File: config.mk
export PLATFORM = sky130hd
export DESIGN_NAME = cpu8_alu
export DESIGN_NICKNAME = d
export VERILOG_FILES = /design/src/rtl/cpu8_alu.sv
export SDC_FILE = /design/constraint.sdc
export NUM_CORES = 1
export LEC_CHECK = 0
export ABC_CLOCK_PERIOD_IN_PS = 6500
export BUFFER_PORTS_ARGS = -buffer_cell sky130_fd_sc_hd__buf_4
export CAP_MARGIN = 20
export CORE_UTILIZATION = 54
export CTS_BUF_LIST = sky130_fd_sc_hd__clkbuf_2
export CTS_CLUSTER_DIAMETER = 80
export DETAILED_ROUTE_END_ITERATION = 8
export HOLD_SLACK_MARGIN = 0.15
export PLACE_DENSITY = 0.87
export SLEW_MARGIN = 30
export SYNTH_ARGS = -nofsm -noshare
export SYNTH_HDL_FRONTEND = slang
export SYNTH_SLANG_ARGS = --single-unit
File: constraint.sdc
create_clock -name clk -period 6.5 [get_ports clk]
set_clock_uncertainty 0.1 [all_clocks]
set_input_delay 1.3 -clock clk [delete_from_list [all_inputs] [get_ports clk]]
set_output_delay 1.3 -clock clk [all_outputs]
set_load 0.05 [all_outputs]
File: src/rtl/cpu8_alu.sv
module cpu8_alu #(
  parameter int W = 8
) (
  input  logic         clk,
  input  logic         rst_n,
  input  logic         flag_we,
  input  logic [3:0]   op,
  input  logic [W-1:0] acc,
  input  logic [W-1:0] xr,
  input  logic [W-1:0] yr,
  input  logic [W-1:0] opnd,
  input  logic [3:0]   flg_in,
  output logic [W-1:0] result,
  output logic         res_wr,
  output logic         res_to_x,
  output logic [3:0]   flg_nxt,
  output logic [3:0]   flg_q
);
  localparam logic [3:0] OP_ADC = 4'd0,  OP_SBC = 4'd1,  OP_CPA = 4'd2,  OP_CPX = 4'd3;
  localparam logic [3:0] OP_CPY = 4'd4,  OP_BIT = 4'd5,  OP_AND = 4'd6,  OP_ORA = 4'd7;
  localparam logic [3:0] OP_EOR = 4'd8,  OP_INC = 4'd9,  OP_DEC = 4'd10, OP_SHL = 4'd11;
  localparam logic [3:0] OP_SHR = 4'd12, OP_AXS = 4'd13;
  localparam int MSB = W - 1;

  logic [W:0]   sum, dif, cmpd, axd;
  logic [W-1:0] csrc, andax;
  logic         c, z, v, n, zn_upd;

  assign andax = acc & xr;
  assign csrc  = (op == OP_CPX) ? xr : (op == OP_CPY) ? yr : acc;
  assign sum   = {1'b0, acc} + {1'b0, opnd} + {{W{1'b0}}, flg_in[0]};
  assign dif   = {1'b0, acc} - {1'b0, opnd} - {{W{1'b0}}, ~flg_in[0]};
  assign cmpd  = {1'b0, csrc} - {1'b0, opnd};
  assign axd   = {1'b0, andax} - {1'b0, opnd};

  always_comb begin
    result   = opnd;
    res_wr   = 1'b0;
    res_to_x = 1'b0;
    zn_upd   = 1'b0;
    c = flg_in[0];
    z = flg_in[1];
    v = flg_in[2];
    n = flg_in[3];
    case (op)
      OP_ADC: begin
        result = sum[MSB:0]; res_wr = 1'b1; zn_upd = 1'b1;
        c = sum[W];
        v = ~(acc[MSB] ^ opnd[MSB]) & (acc[MSB] ^ sum[MSB]);
      end
      OP_SBC: begin
        result = dif[MSB:0]; res_wr = 1'b1; zn_upd = 1'b1;
        c = ~dif[W];
        v = (acc[MSB] ^ dif[MSB]) & (acc[MSB] ^ opnd[MSB]);
      end
      OP_CPA, OP_CPX, OP_CPY: begin
        result = cmpd[MSB:0]; zn_upd = 1'b1;
        c = ~cmpd[W];
      end
      OP_BIT: begin
        result = acc & opnd;
        z = ((acc & opnd) == '0);
        n = opnd[MSB];
        v = opnd[MSB-1];
      end
      OP_AND: begin result = acc & opnd; res_wr = 1'b1; zn_upd = 1'b1; end
      OP_ORA: begin result = acc | opnd; res_wr = 1'b1; zn_upd = 1'b1; end
      OP_EOR: begin result = acc ^ opnd; res_wr = 1'b1; zn_upd = 1'b1; end
      OP_INC: begin result = opnd + 1'b1; res_wr = 1'b1; zn_upd = 1'b1; end
      OP_DEC: begin result = opnd - 1'b1; res_wr = 1'b1; zn_upd = 1'b1; end
      OP_SHL: begin
        result = {opnd[MSB-1:0], 1'b0}; res_wr = 1'b1; zn_upd = 1'b1;
        c = opnd[MSB];
      end
      OP_SHR: begin
        result = {1'b0, opnd[MSB:1]}; res_wr = 1'b1; zn_upd = 1'b1;
        c = opnd[0];
      end
      OP_AXS: begin
        result = axd[MSB:0]; res_wr = 1'b1; res_to_x = 1'b1; zn_upd = 1'b1;
        c = ~axd[W];
      end
      default: ;
    endcase
    if (zn_upd) begin
      z = (result == '0);
      n = result[MSB];
    end
  end

  assign flg_nxt = {n, v, z, c};

  always_ff @(posedge clk or negedge rst_n)
    if (!rst_n)       flg_q <= 4'b0000;
    else if (flag_we) flg_q <= flg_nxt;

  AST_INCDEC_KEEPS_CV: assert property (@(posedge clk) disable iff (!rst_n)
    (op == OP_INC || op == OP_DEC) |-> (flg_nxt[0] == flg_in[0] && flg_nxt[2] == flg_in[2]));
  AST_SHR_CLEARS_N: assert property (@(posedge clk) disable iff (!rst_n)
    (op == OP_SHR) |-> (flg_nxt[3] == 1'b0 && result[MSB] == 1'b0));
  AST_X_ONLY_AXS: assert property (@(posedge clk) disable iff (!rst_n)
    res_to_x |-> (res_wr && op == OP_AXS));
  AST_WRITTEN_ZN: assert property (@(posedge clk) disable iff (!rst_n)
    res_wr |-> (flg_nxt[1] == (result == '0) && flg_nxt[3] == result[MSB]));
  AST_RESERVED_QUIET: assert property (@(posedge clk) disable iff (!rst_n)
    (op[3:1] == 3'b111) |-> (!res_wr && flg_nxt == flg_in));
  AST_FLAG_LOAD: assert property (@(posedge clk) disable iff (!rst_n)
    flag_we |=> (flg_q == $past(flg_nxt)));
  AST_FLAG_HOLD: assert property (@(posedge clk) disable iff (!rst_n)
    !flag_we |=> $stable(flg_q));
endmodule

* After elaboration in Yosys (flattened, before gate mapping) *
Cells that the tools add are included.

cells by class
  mux-type cells = 12
  bitwise gates (word level) = 14
  equal/unequal tests = 13
  reductions and logical operators = 7
  $add $sub $neg = 8

operators with widths
  cell                                              count
  case mux 8 bit (11 select lines)                  1
  subtractor 8 x 8 -> 9 bit                         3
  == test 4 bit, second input constant              6
  bitwise AND 8 bit                                 2
  == test 4 x 3 -> 1 bit, second input constant     4
  logical NOT 8 bit                                 2
  two-way mux 8 bit                                 2
  OR reduction 13 bit                               1
  OR reduction 10 bit                               1
  adder 8 x 8 -> 9 bit                              1
  adder 9 x 1 -> 9 bit                              1
  subtractor 9 x 1 -> 9 bit                         1
  adder 8 x 1 -> 8 bit, second input constant       1
  == test 4 x 2 -> 1 bit, second input constant     2
  bitwise OR 8 bit                                  1
  subtractor 8 x 1 -> 8 bit, second input constant  1
  XOR 8 bit                                         1
  two-way mux 1 bit                                 7
  case mux 1 bit (6 select lines)                   1
  NOT 1 bit                                         5
  == test 4 x 1 -> 1 bit, second input constant     1
  logical NOT 4 bit                                 1
  case mux 1 bit (3 select lines)                   1
  OR reduction 3 bit                                1
  other kinds (3)                                   6

word-level totals
  bits in registers = 4

* Depth between registers and ports, before layout *
Gate-level depths: netlist of run 1.

  word-level depth = 7
  depth in mapped cells = 18
  gate-level depth less buffers = 15

* Worst setup path after synthesis of run 1 *
Ideal clock, no wire load.

  path kind = input to output
  start = input op[2]
  end = output flg_nxt[1]
  buffers on the path = 6
  stages = 18
  arrival = 5,823 ps
  path slack = -723 ps
  data required time = 5,100 ps
  cells stage by stage = buf_4 buf_2 buf_2 buf_2 nor3_1 clkbuf_1 a21oi_1 ha_1 fa_1 nor2b_1 o22ai_1 xor2_1 o32a_1 a41oi_1 or4b_1 or4b_1 nand2_1 buf_4

on the way
  cells in the longest elaborated chain, start to end = 7

RTL lines
  item                                  RTL line  RTL
  start: declaration                    7         input logic [3:0] op,
  == test 4 x 3 -> 1 bit                30, 45
  two-way mux 8 bit (2 in series)       30        assign csrc = (op == OP_CPX) ? xr : (op == OP_CPY) ? yr : acc;
  subtractor 8 x 8 -> 9 bit             33        assign cmpd = {1'b0, csrc} - {1'b0, opnd};
  case mux 8 bit (11 select lines) (*)  45        case (op)
  named net result[4]                   13        output logic [W-1:0] result,
  logical NOT 8 bit (*)                 86        z = (result == '0);
  two-way mux 1 bit (*)                 85        if (zn_upd) begin
  end: declaration                      16        output logic [3:0] flg_nxt,

Mark *: on every way through the listed nets, which the timed path passes. The rest lies on a longest branch.

* Worst setup path after layout of run 1 *
  start = input op[3]
  end = output flg_nxt[1]

on the way
  cells in the longest elaborated chain, start to end = 7

RTL lines
  item                              RTL line
  == test 4 x 3 -> 1 bit            30, 45
  two-way mux 8 bit (2 in series)   30
  subtractor 8 x 8 -> 9 bit         33
  case mux 8 bit (11 select lines)  45
  logical NOT 8 bit                 86
  two-way mux 1 bit (*)             85

Every way passes the cells marked *; elsewhere a longest branch is shown, timed or not.

==> impl_metrics.tcl, run 1 <==
set metrics [dict create \
    clockBufferDepth 2 \
    synth_area_leader_cell "ha_1" \
    synth_top_cell_area_share_pct 19.1 \
    final-hold-violation-count 0 \
    setup_slack_ns 0.0514 \
    required_ns 5.10 \
    crit_path_start "op[3]" \
    synthesis.area_um2 3470 \
    dr.pass1.iters 5 \
    min_path_cells 1 \
    power_density_nw_per_um2 123 \
    max_stage_delay_ns 0.54 \
    peakVddDrop_uv 78.0 \
    start_util_pct 57.2 \
    setup_viol 0 \
    clk_pin_slew_ns 0.05 \
    setup_tns_ns 0 \
    wl_mm 12.3 \
    fin_crit_ns 6.45 \
    top_register "flg_q" \
    crit_arrival_ns 5.05 \
    dp_hpwl_mm 9.82 \
    synth-edff-count 0 \
    final_util_pct 67.1 \
    syn_area_per_cell_um2 7.04 \
    cts_tree "done" \
    syn_nets 596 \
    root_buffer "clkbuf_2" \
    design_area_um2 4070 \
    tightest_slew_ns 0.571 \
    ctsHtreeMaxLevel 1 \
    postRouteAntennaNets 0 \
    reg_top3 "flg_q: 4 flops" \
    core_region_area_um2 6060 \
    finalMaxSlewViolations 0 \
    critical_path_class "input pin to output pin" \
    grt_usage_pct 37.7 \
    fin_crit_sh_pct 99.2 \
    fin_hold_ws_ns 0.417 \
    critPathLaunchType "input pin" \
    slew_headroom_pct 61.9 \
    fillers 524 \
    die_w_um 82.1 \
    fp.dieH_um 82.1 \
    drt-initial-drc-count 618 \
    drive_above_1_share_pct 18.4 \
    clock_latency_ns 0.22 \
    min_from "flg_q[2]" \
    via_per_inst 6.66 \
    hold_class "flip-flop to flip-flop" \
    end_kind "output pin" \
    synth_cell_types 62 \
    maxCapViolCount 0 \
    ys_async_sr_fraction_pct 100 \
    grt_pass1_wl_mm 19.3 \
    ios 61 \
    routabilityCongestion 1.02 \
    cts_made_buffers 3 \
    max_freq_mhz 155 \
    port_buffers 60 \
    use_met1_pct 51.1 \
    ff2ff_setup_slack_ns 5.62 \
    synth-main-ff-cell "dfrtp_1" \
    cp_max_fo 3 \
    ys_ff_latch 4 \
    drc 0 \
    postSynthCellCount 493 \
    reg2regPathDepth 1 \
    critPathSlowestCell "or4b_4" \
    gr-usage-met2_pct 62.6 \
    cts.sinks 4 \
    antenna_found_initial 0 \
    r2r_start "flg_q[0]" \
    die_area_um2 6750 \
    synthTopCellsByArea "ha_1 19%, nor2_1 6.5%, a21oi_1 6.2%, o21ai_0 4.5%, fa_1 4.0%" \
    crit_chain "buf_4, nor4b_4, buf_4, nor2_1, a21oi_1, o21ai_1, ha_1, nor2b_1, o21a_1, or3_1, a32o_1, o32a_1, or4b_4, or4b_4, nand2_2, buf_8" \
    antenna_cells 0 \
    largest_reg_flops 4 \
    timing.critical_path.buf_inv 3 \
    critPathTopFamily "simple AND/OR/NAND/NOR gates" \
    pre_cts_ws_ns -0.0211 \
    yosysSeqAreaShare_pct 2.89 \
    hold_end "flg_q[2]" \
    grt_pass1_vias 3876 \
    rows 28 \
    status "finished clean" \
    wire_per_inst_um 19.8 \
    busiest_layer "met2" \
    vias 4121 \
    grt.overflow.total 0 \
    placed_area_um2 4020 \
    rsz0062_at_grt "true" \
    nets 649 \
    met3_usage_pct 3.63 \
    leakage_nw 1.87 \
    reg2reg_to "flg_q[0]" \
    ys_warn_count 0 \
    grt_max_degree 39 \
    syn2layout_area_growth_pct 17.3 \
]
## cell usage after synthesis (5+ instances only)
master    count
a21oi_1      43
o21ai_0      31
xor2_1       11
nor4_1        5
a21o_1        8
and2_1        9
buf_2        11
clkbuf_1     11
fa_1          7
nand2_1      26
a22o_1        5
nor2b_1      13
nand2b_1     10
o32a_1        6
xnor2_1      15
nor3b_1       7
inv_1        36
mux2i_1       8
o22ai_1      10
ha_1         53
a211oi_1      5
nor3_1        9
nor2_1       60
nand3_1       5
o32ai_1       7
buf_4         6
## worst max-delay path by stage
stage	cells past startpoint	to
6_report	16	flg_nxt[1]
5_1_grt	18	flg_nxt[1]
4_1_cts	16	flg_nxt[1]
3_5_place_dp	15	flg_nxt[1]
3_3_place_gp	15	flg_nxt[1]
2_1_floorplan	17	flg_nxt[1]
## power breakdown
group | switching [W] | internal (W) | leakage (nW)
clock network | 0.0000125 | 0.0000125 | 0.0125
registers | 0.00000255 | 0.0000292 | 0.0479
logic | 0.000269 | 0.000173 | 1.81
## cell families after synthesis
family	synth area share (%)
AND/OR/NAND/NOR	25.4
AO/OA/AOI/OAI	30.1
buffers and inverters	8.30
adder cells (fa/ha/maj)	23.2
XOR/XNOR	6.57
multiplexers	3.61
flip-flops	2.89
## final cells by class
class	instances	area, um^2	share of cell area [%]
inverters	36	135	3.32
flip-flops and latches	4	100	2.46
well taps	75	93.8	2.31
multi-input cells	424	3130	77.1
repair buffers	77	589	14.5
clock buffers	3	15.0	0.369
## per-stage QoR
| step | instances | total power (W) |
|---|---|---|
| 3_3_place_gp | 615 | 0.000446 |
| 3_5_place_dp | 615 | 0.000458 |
| 5_1_grt | 619 | 0.000528 |
| 4_1_cts | 619 | 0.000485 |
| 2_1_floorplan | 493 | 0.000338 |
| 6_report | 619 | 0.000499 |
## routing by layer
layer | up-vias | share of wire, %
met5 | - | 0
met4 | 0 | 3.0
met3 | 42 | 10
met2 | 299 | 47
met1 | 1882 | 40
li1 | 1898 | -
## what timing repair did
item,CTS,global route
setup buffers,1,0
setup endpoints to repair,1,1
pin swaps,1,2
hold buffers,0,0
resized for setup,1,6
## cell usage in the layout, fill, tap and decap left out, drive strengths merged, types with 4 or more instances in the layout
cell and count:
a211oi 5, a21o 8, a21oi 43, a22o 5, a31oi 4, and2 9, buf 77, dfrtp 4
fa 7, ha 53, inv 36, mux2 4, mux2i 8, nand2 26, nand2b 10, nand3 5
nor2 60, nor2b 14, nor3 9, nor3b 7, nor4 5, o21a 4, o21ai 31, o221ai 4
o22ai 10, o32a 6, o32ai 7, or4b 4, xnor2 15, xor2 11
No activity file was read; power rests on OpenSTA's default activity.
==> run 2: changes to the inputs <==
- CORE_ASPECT_RATIO: not set -> 1.1
==> run 2 against run 1 <==
Sequential share of layout area barely moved. Critical path type unchanged. Routed wire length rose by 2.7%. Highest routed layer unchanged. Worst setup slack got worse by 0.046 ns. Register-to-register slack improved by 0.03 ns. Global-route usage fell by 1.5 points. Via count rose by 2.2%. Largest cell class unchanged. Sequential cell count did not move.
==> impl_metrics.tcl, run 2 (synthesis gave the netlist of run 1 again) <==
set metrics [dict create \
    cp-endpoint "flg_nxt[1]" \
    reg2reg_to "flg_q[2]" \
    largest_reg_flops 4 \
    crit_chain "buf_8, nor4b_4, nor2_1, a21oi_1, o21ai_1, buf_4, ha_1, nor2b_1, o21a_1, or3_1, a32o_1, o32a_1, or4b_4, or4b_4, nand2_4, buf_8" \
    p_clk_share_pct 4.5 \
    critical_path_class "input pin to output pin" \
    fin_crit_sh_pct 99.9 \
    top_register "flg_q" \
    vias 4210 \
    swShare_pct 56.1 \
    die_area_um2 6750 \
    cts.sinks 4 \
    dp_hpwl_mm 9.84 \
    postRouteAntennaNets 0 \
    status "finished clean" \
    ff2ff_setup_slack_ns 5.65 \
    slew_headroom_pct 62.9 \
    nets 655 \
    core_region_area_um2 6190 \
    tightest_slew_ns 0.543 \
    grt_usage_pct 36.2 \
    wire_per_inst_um 20.0 \
    cts_hold_buf 0 \
    reg2regPathDepth 1 \
    root_buffer "clkbuf_2" \
    placed_area_um2 4080 \
    grt_max_degree 39 \
    setup_tns_ns 0 \
    mostFrequentLayoutCells "80 x buf_4, 59 x nor2_1, 52 x ha_1, 41 x a21oi_1, 36 x inv_1" \
    power_switching_w 0.000282 \
    peakVddDrop_uv 102 \
    maxCapViolCount 0 \
    hold_class "flip-flop to flip-flop" \
    max_freq_mhz 154 \
    required_ns 5.10 \
    cts_made_buffers 3 \
    setup_viol 0 \
    cp_max_fo 5 \
    rows 30 \
    drt-initial-drc-count 535 \
    fin_crit_ns 6.49 \
    clock_latency_ns 0.21 \
    routabilityCongestion 0.948 \
    power_frac_seq_pct 6.2 \
    pre_cts_ws_ns -0.0406 \
    setup_slack_ns 0.00573 \
    end_kind "output pin" \
    clk_pin_slew_ns 0.04 \
    rsz0062_at_grt "true" \
    finalMaxSlewViolations 0 \
    port_buffers 60 \
    final-hold-violation-count 0 \
    cts_tree "done" \
    syn2layout_area_growth_pct 19.4 \
    start_util_pct 56.0 \
    die_w_um 78.4 \
    intPower_w 0.000221 \
    grt_pass1_vias 3830 \
    dr.pass1.iters 7 \
    leakage_nw 1.91 \
    design_area_um2 4140 \
    reg_top3 "flg_q: 4 flops" \
    critPathSlowestCell "or4b_4" \
    wl_mm 12.6 \
    final_common_cell "buf_4" \
    fp.dieH_um 86.1 \
    crit_path_start "op[1]" \
    ctsHtreeMaxLevel 1 \
    drive_above_1_share_pct 19.8 \
    drc 0 \
    clockBufferDepth 2 \
    antenna_cells 0 \
    crit_arrival_ns 5.09 \
    antenna_found_initial 0 \
    max_stage_delay_ns 0.54 \
    grt.overflow.total 0 \
    power_density_nw_per_um2 122 \
    fin_cells 630 \
    via_per_inst 6.68 \
    p_comb_share_pct 89.3 \
    critPathLaunchType "input pin" \
    grt_pass1_wl_mm 19.1 \
    ios 61 \
    r2r_start "flg_q[2]" \
    dp_cells 626 \
]
## run 2: cell types whose count changed in the layout (fill, tap and decap cells not counted), sizes merged
cell,previous run,this run
buf,77,83
## run 2: layout make-up
type	instances	area, um^2
multi-input combinational	424	3150
timing repair buffer	83	642
tap	80	100
fill	581	2050
inverter	36	135
clock buffer	3	15.0
sequential	4	100
## run 2: layer usage
metal / global-route usage [%] / wire length (um) / part of all wire (%) / vias to the layer above
li1: - / - / - / 1921
met1: 44.9 / 4770 / 38 / 1932
met2: 63.1 / 6090 / 48 / 300
met3: 3.94 / 1160 / 9.2 / 57
met4: 15.2 / 559 / 4.4 / 0
met5: 0 / 0 / 0 / -
## run 2: how the worst min path moves through the flow
stage                  start        to  cells after the start
global placement    flg_q[2]  flg_q[2]                      1
CTS                 flg_q[3]  flg_q[3]                      1
global route        flg_q[3]  flg_q[3]                      1
finish              flg_q[3]  flg_q[3]                      1
floorplan           flg_q[1]  flg_q[1]                      2
detailed placement  flg_q[3]  flg_q[3]                      1
## run 2: critical path, delay by kind of cell
kind | cells | cell delay, ns
AO/OA/AOI/OAI | 5 | 0.96
adder cells (fa/ha/maj) | 1 | 0.28
buffers and inverters | 3 | 0.39
AND/OR/NAND/NOR | 7 | 2.17
## run 2: through the flow
step,util [%],hold WS [ns],total power (W)
after floorplan,-,0.683,0.000338
after global placement,65.8,0.393,0.000456
after detailed placement,65.8,0.406,0.000464
after CTS,66.2,0.415,0.000490
after global routing,66.8,0.425,0.000534
final,66.8,0.411,0.000504
## run 2: what timing repair did
action / CTS / global route
gates resized for setup: 2 / 11
setup buffers: 0 / 1
endpoints found under the setup margin: 1 / 1
pin swaps: 1 / 10
## run 2: power groups by stage
stage,sequential [W],combinational [W],clock (W)
final,0.0000314,0.000450,0.0000228
after global routing,0.0000316,0.000478,0.0000252
after CTS,0.0000314,0.000435,0.0000236
after detailed placement,0.0000317,0.000432,0
after global placement,0.0000314,0.000424,0
after floorplan,0.0000466,0.000291,0
==> run 3: changes to the inputs <==
- CORE_MARGIN: not set -> 8
- GPL_TIMING_DRIVEN: not set -> 0
- PLACE_DENSITY: 0.87 -> 0.8
==> run 3 against run 2 <==
The flow now finishes with violations (negative setup slack). Largest cell class unchanged. Largest power group unchanged. Critical endpoint unchanged. Critical path type unchanged. Hold slack got worse by 0.0063 ns. Register-to-register slack got worse by 0.03 ns. Routed wire length increased by 9.4%. Clock power increased by 15%. Global-route usage decreased by 7.6 points.
==> impl_metrics.tcl, run 3 (synthesis gave the netlist of run 1 again) <==
set metrics [dict create \
    status "finished with violations" \
    violations "negative setup slack" \
    wire_per_inst_um 21.1 \
    start_util_pct 56.0 \
    hold_class "flip-flop to flip-flop" \
    required_ns 5.10 \
    design_area_um2 4430 \
    routabilityCongestion 0.974 \
    top_register "flg_q" \
    drc 0 \
    end_kind "output pin" \
    critPathSlowestCell "fa_2" \
    antenna_found_initial 0 \
    core_region_area_um2 6190 \
    grt_usage_pct 28.5 \
    max_stage_delay_ns 0.57 \
    final_common_cell "buf_4" \
    max_freq_mhz 148 \
    fillers 518 \
    port_buffers 58 \
    ios 61 \
    leakage_nw 2.03 \
    grt_pass1_wl_mm 21.3 \
    fin_crit_sh_pct 104 \
    grt.overflow.total 0 \
    clock_latency_ns 0.22 \
    setup_viol 1 \
    nets 676 \
    maxCapViolCount 0 \
    fp.dieH_um 100 \
    mostFrequentLayoutCells "78 x buf_4, 58 x nor2_1, 52 x ha_1, 41 x a21oi_1, 36 x inv_1" \
    dp_hpwl_mm 10.7 \
    antenna_cells 0 \
    peakVddDrop_uv 126 \
    via_per_inst 6.54 \
    rows 30 \
    wl_mm 13.8 \
    clk_pin_slew_ns 0.05 \
    drive_above_1_share_pct 22.1 \
    ctsHtreeMaxLevel 1 \
    grt_pass1_vias 4073 \
    cts_made_buffers 3 \
    timing.critical_path.buf_inv 4 \
    critPathLaunchType "input pin" \
    cp_max_fo 4 \
    final-hold-violation-count 0 \
    die_area_um2 9250 \
    die_w_um 92.4 \
    fin_crit_ns 6.75 \
    crit_chain "buf_12, nor4b_4, buf_4, buf_4, nor2_1, a21oi_4, nor2_4, a21oi_4, ha_2, fa_2, mux2i_1, a32o_1, a311o_1, a221oi_4, nor2_4, or4b_4, or4b_4, nand2_2, buf_8" \
    cts_tree "done" \
    dr.pass1.iters 5 \
    critPathTopFamily "simple AND/OR/NAND/NOR gates" \
    slew_headroom_pct 52.5 \
    cts.sinks 4 \
    root_buffer "clkbuf_2" \
    power_density_nw_per_um2 119 \
    rsz0062_at_grt "true" \
    fin_hold_ws_ns 0.405 \
    vias 4259 \
    placed_area_um2 4110 \
    grt_max_degree 14 \
    largest_reg_flops 4 \
    crit_arrival_ns 5.35 \
    postRouteAntennaNets 0 \
    tightest_slew_ns 0.707 \
    syn2layout_area_growth_pct 27.7 \
    clockBufferDepth 2 \
    setup_slack_ns -0.252 \
    drt-initial-drc-count 366 \
    finalMaxSlewViolations 0 \
    reg_top3 "flg_q: 4 flops" \
    critical_path_class "input pin to output pin" \
]
[run 3: changes by cell type in the layout (fill, tap and decap cells not counted), sizes merged]
cell    previous run  this run
clkbuf             3        14
buf               83        93
[run 3: repair_timing]
| action | CTS | global route |
|---|---|---|
| hold buffers | 0 | 0 |
| pin swaps | 13 | 12 |
| setup endpoints to repair | 1 | 1 |
| buffers inserted | 11 | 9 |
| cloned | 0 | 1 |
| resized for setup | 23 | 17 |
[run 3: layout make-up]
cell class / count / area, um^2 / area share, %
Buffer: 25 / 239 / 5.39
Clock buffer: 3 / 15.0 / 0.339
Inverter: 36 / 135 / 3.05
Multi-Input combinational cell: 424 / 3200 / 72.3
Sequential cell: 4 / 100 / 2.26
Tap cell: 80 / 100 / 2.26
Timing Repair Buffer: 79 / 638 / 14.4
[run 3: power breakdown]
group	leakage, nW	switching (W)	internal (W)
sequential	0.0479	0.00000248	0.0000292
combinational	1.97	0.000277	0.000191
clock	0.0125	0.0000137	0.0000125
[run 3: metrics by stage]
stage          util (%)  worst slack [ns]  TNS [ns]  instances  total power (W)
6_report           71.5            -0.252    -0.252        651         0.000525
2_1_floorplan         -           -0.0775   -0.0775        493         0.000338
3_5_place_dp       66.4            -0.955    -0.955        631         0.000463
4_1_cts            69.6            -0.325    -0.325        643         0.000503
3_3_place_gp       66.4            -0.943    -0.943        631         0.000457
5_1_grt            71.5            -0.326    -0.326        651         0.000560
[run 3: worst paths after layout]
| kind | from | slack, ns | depth (start not counted) | end |
|---|---|---|---|---|
| hold reg to reg | flg_q[2] | 0.41 | 1 | flg_q[2] |
| setup reg to reg | flg_q[3] | 5.62 | 1 | flg_q[3] |
| setup / recovery | op[2] | -0.25 | 19 | flg_nxt[1] |
| hold / removal | flg_q[2] | 0.41 | 1 | flg_q[2] |
| max in group asynchronous | rst_n | 5.43 | 1 | flg_q[2] |
| min in group asynchronous | rst_n | 0.75 | 1 | flg_q[0] |
[run 3: routing by layer]
metal | wire length (um) | GRT usage [%]
met5 | 0 | 0
met4 | 879 | 15.8
met3 | 1240 | 3.29
met2 | 6250 | 47.5
met1 | 5390 | 34.8
